<file path="src/rtl/rcsa_pkg.sv">
package rcsa_pkg;

   // True when w is a nonzero power of two
   function automatic bit is_pow2(input int w);
      return (w > 0) && ((w & (w - 1)) == 0);
   endfunction

endpackage

</file>
<file path="src/rtl/rcsa_mux2.sv">
// Two-to-one selector built from two ANDs, one OR and one inverter per bit
module rcsa_mux2 #(
   parameter int WIDTH = 1
) (
   input  logic [WIDTH-1:0] d0,
   input  logic [WIDTH-1:0] d1,
   input  logic             sel,
   output logic [WIDTH-1:0] y
);
   logic sel_n;
   assign sel_n = ~sel;

   for (genvar i = 0; i < WIDTH; i++) begin : g_bit
      logic t0, t1;
      assign t0   = d0[i] & sel_n;
      assign t1   = d1[i] & sel;
      assign y[i] = t0 | t1;
   end
endmodule

</file>
<file path="src/rtl/rcsa_full_add.sv">
// One-bit leaf of the recursion
module rcsa_full_add (
   input  logic x,
   input  logic y,
   input  logic ci,
   output logic s,
   output logic co
);
   logic p;
   assign p  = x ^ y;
   assign s  = p ^ ci;
   assign co = (x & y) | (ci & p);
endmodule

</file>
<file path="src/rtl/rcsa_node.sv">
// Recursive carry-select stage: splits WIDTH into two halves until one bit remains
module rcsa_node #(
   parameter int WIDTH = 32
) (
   input  logic [WIDTH-1:0] x,
   input  logic [WIDTH-1:0] y,
   input  logic             ci,
   output logic [WIDTH-1:0] s,
   output logic             co
);
   localparam int HALF = WIDTH / 2;

   if (WIDTH == 1) begin : g_leaf
      rcsa_full_add u_fa (
         .x  (x[0]),
         .y  (y[0]),
         .ci (ci),
         .s  (s[0]),
         .co (co)
      );
   end else begin : g_split
      logic            lo_co;
      logic            hi0_co, hi1_co;
      logic [HALF-1:0] hi0_s, hi1_s;

      // Lower half sees the true carry input
      rcsa_node #(.WIDTH(HALF)) u_lo (
         .x  (x[HALF-1:0]),
         .y  (y[HALF-1:0]),
         .ci (ci),
         .s  (s[HALF-1:0]),
         .co (lo_co)
      );

      // Upper half precomputed for both possible incoming carries
      rcsa_node #(.WIDTH(HALF)) u_hi0 (
         .x  (x[WIDTH-1:HALF]),
         .y  (y[WIDTH-1:HALF]),
         .ci (1'b0),
         .s  (hi0_s),
         .co (hi0_co)
      );

      rcsa_node #(.WIDTH(HALF)) u_hi1 (
         .x  (x[WIDTH-1:HALF]),
         .y  (y[WIDTH-1:HALF]),
         .ci (1'b1),
         .s  (hi1_s),
         .co (hi1_co)
      );

      rcsa_mux2 #(.WIDTH(HALF)) u_sel_sum (
         .d0  (hi0_s),
         .d1  (hi1_s),
         .sel (lo_co),
         .y   (s[WIDTH-1:HALF])
      );

      rcsa_mux2 #(.WIDTH(1)) u_sel_co (
         .d0  (hi0_co),
         .d1  (hi1_co),
         .sel (lo_co),
         .y   (co)
      );
   end
endmodule

</file>
<file path="src/rtl/rcsa_adder.sv">
module rcsa_adder #(
   parameter int WIDTH = 32
) (
   input  logic [WIDTH-1:0] a,
   input  logic [WIDTH-1:0] b,
   input  logic             cin,
   output logic [WIDTH-1:0] sum,
   output logic             cout
);
   import rcsa_pkg::*;

   // elaboration stops on a width that is not a power of two
   if (!is_pow2(WIDTH)) begin : g_bad_width
      $error("rcsa_adder: WIDTH %0d is not a power of two", WIDTH);
   end

   rcsa_node #(.WIDTH(WIDTH)) u_root (
      .x  (a),
      .y  (b),
      .ci (cin),
      .s  (sum),
      .co (cout)
   );
endmodule

</file>
<file path="config.mk">
export PLATFORM = sky130hd
export DESIGN_NAME = rcsa_adder
export DESIGN_NICKNAME = d
export VERILOG_FILES = /design/src/rtl/rcsa_pkg.sv /design/src/rtl/rcsa_mux2.sv /design/src/rtl/rcsa_full_add.sv /design/src/rtl/rcsa_node.sv /design/src/rtl/rcsa_adder.sv
export SDC_FILE = /design/constraint.sdc
export NUM_CORES = 1
export LEC_CHECK = 0
export ABC_CLOCK_PERIOD_IN_PS = 5600
export CAP_MARGIN = 20
export CORE_MARGIN = 2
export CORE_UTILIZATION = 40
export DETAILED_ROUTE_END_ITERATION = 12
export PLACE_DENSITY = 0.82
export SLEW_MARGIN = 20
export SYNTH_ARGS = -nofsm -noshare
export SYNTH_HDL_FRONTEND = slang
export SYNTH_SLANG_ARGS = --single-unit
</file>
<file path="constraint.sdc">
create_clock -name vclk -period 5.6
set_input_delay 1.12 -clock vclk [all_inputs]
set_output_delay 1.12 -clock vclk [all_outputs]
set_load 0.02 [all_outputs]
</file>
==> results of run 1 <==
[cell type report]
cell class,count,area share [%]
multi-input combinational,195,55.8
timing repair buffer,129,32.8
inverter,85,8.98
tap,70,2.41
[cell usage in the layout, fill, tap and decap left out, drive strengths merged]
cell	instances
a221o	1
nor2b	2
xnor2	23
buf	43
mux2i	45
clkdlybuf4s15	1
a21oi	14
dlygate4sd2	9
clkdlybuf4s50	67
inv	85
ha	62
xor2	8
clkbuf	2
nand2	12
nor3	1
nor2	13
dlymetal6s2s	7
fa	1
o21ai	12
mux2	1
[stage by stage]
stage | cells | power, uW
5_1_grt | 479 | 649
2_1_floorplan | 282 | 315
4_1_cts | 474 | 574
3_3_place_gp | 470 | 560
3_5_place_dp | 470 | 570
6_report | 479 | 606
[power by group through the flow]
stage	logic [uW]	clock network [uW]	registers (uW)
final	606	0	0
after global routing	649	0	0
after CTS	574	0	0
after detailed placement	570	0	0
after global placement	560	0	0
after floorplan	315	0	0
[tightest hold or removal path: cells and delay by family]
kind | cells | cell delay (ns)
buffers and inverters | 3 | 0.63
adder cells (fa/ha/maj) | 1 | 0.12
XOR/XNOR | 1 | 0.06
[cells in the mapped netlist]
master,instances
xnor2_1,23
o21ai_2,1
a21oi_1,14
nor2_1,13
nor2b_1,2
inv_1,85
buf_4,2
mux2i_1,38
mux2i_2,2
mux2i_4,5
o21ai_0,11
xor2_1,8
fa_1,1
mux2_2,1
ha_1,62
a221o_1,1
nand2_1,12
nor3_1,1
[cells by family (layout without fill, tap and decap cells)]
group / Yosys count / in the layout / share of synthesized area [%]
AOI/OAI and AO/OA: 27 / 27 / 6.58
buffers and inverters: 87 / 214 / 15.3
xor gates and xnor gates: 31 / 31 / 12.4
and+or+nand+nor: 28 / 28 / 5.09
muxes: 46 / 46 / 24.3
adders and majority gates: 63 / 63 / 36.4
[timing repair]
action / 4_1_cts / 5_1_grt
setup endpoints to repair: 20 / 17
gates cloned: 0 / 0
setup buffers: 5 / 6
pin swaps: 7 / 8
gates resized for setup: 88 / 40
[worst max path at each step]
| stage | startpoint | end | cells after the start |
|---|---|---|---|
| 2_1_floorplan | cin | cout | 12 |
| 3_3_place_gp | cin | cout | 14 |
| 3_5_place_dp | cin | sum[26] | 14 |
| 4_1_cts | b[0] | sum[26] | 14 |
| 5_1_grt | b[0] | sum[26] | 14 |
| 6_report | b[0] | sum[26] | 14 |
[layer usage]
metal  up-vias  wire [microns]  track usage (%)
li1       1132               -                -
met3         4             338             2.56
met1       956            2100             17.9
met5         -               0                0
met2        66            2640             34.1
met4         0              39             1.05
==> qor.yml, run 1 <==
outcome: "finished, violations left"
violations: "negative setup slack"
grt_start_max_net_pins: 5
dp_hpwl_microns: 4450
nFillCells: 409
drc_errors: 0
drv_cap: 0
end_kind: "primary output"
rsz0062_at_grt: "yes"
utilization_pct: 69.9
rows: 26
irDropWorstVdd_mv: 0.150
hold_violations: 0
coreArea_sq_mm: 0.00520
multi_input_area_sq_mm: 0.00203
antenna_cells: 0
finalCritPeriodShare_pct: 102
n_sequential_cell: 0
dr.first_iter.drc_count: 20
clockPowerShare_pct: 0
cp-start-kind: "input port"
crit_arrival_ns: 4.58
layout.nets: 539
ys_warn_count: 0
ff_latch_area_sq_um: 0
pre_cts_ws_ns: -1.18
tns_ns: -0.243
die_x_microns: 78.0
leakagePower_uw: 0.00194
seqPwrFrac_pct: 0
dr.pass1.iters: 4
drt-total-wl_microns: 5130
setup_violations: 3
grt_overflow: 0
synthDistinctLibCells: 18
power.share.switching_pct: 46.2
layout_setup_ws_ns: -0.101
crit_path_top_delay_cell: "fa_2"
synthesis.nets: 410
layout-drive-gt1-share_pct: 21.8
antenna_found_initial: 0
cp.buffers_inverters: 3
grt_pass1_wl_microns: 8610
timing.critical_path.mode_cell: "mux2i_4"
fin_crit_ns: 5.70
seq_area_frac_synth_pct: 0
min_to: "sum[17]"
final_antenna_net_count: 0
hp-start: "b[17]"
synth_top_area_share_pct: 35.4
p_per_area_mw_per_mm2: 167
avgRoutedWirePerCell_microns: 10.7
cp_max_fo: 3
critPathRequiredTime_ns: 4.48
grt_use_total_pct: 16.5
syn_avg_cell_area_sq_um: 7.76
relSlewSlack_pct: 77.4
path_cells: "buf_6 > inv_2 > fa_2 > o21ai_4 > mux2i_4 > mux2i_4 > mux2i_4 > mux2i_4 > mux2i_4 > mux2i_2 > mux2i_2 > mux2i_2 > xnor2_2 > buf_4"
critical-path-top-delay-family: "multiplexers"
worstHoldPathType: "input port to primary output"
dpl_cell_area_sq_mm: 0.00344
start_util_pct: 42.0
via_count: 2158
internal_power_uw: 326
die_area_sq_mm: 0.00608
grt_pass1_vias: 2187
combinationalPowerShare_pct: 100.0
io_buffers: 98
num_io_pins: 98
p_sw_uw: 280
slew_violations: 0
via_per_inst: 4.51
cpPeakStageDelay_ns: 0.41
critPathKind: "input port to primary output"
yosys.area.top_type: "ha_1"
worst_pin_slew_ns: 0.330
area_delta_synth_final_pct: 66.2
max_freq_mhz: 175
cts_hold_buf: 0
nClkBuffers: 0
min_path_cells: 5
synthTopCellsByArea: "ha_1, mux2i_1, inv_1"
chipHeight_microns: 78.0
gp_congestion: 0.729
hold_ws_ns: 3.06
netlist_area_sq_mm: 0.00219
syn_inst: 282
final_area_sq_mm: 0.00364
Power figures use the tool's default switching activity.
==> run 2: changes to the inputs <==
Settings changed: SLEW_MARGIN 20 to default.
==> results of run 2 <==
The final DEF is identical to that of run 1; final timing and power are the same.
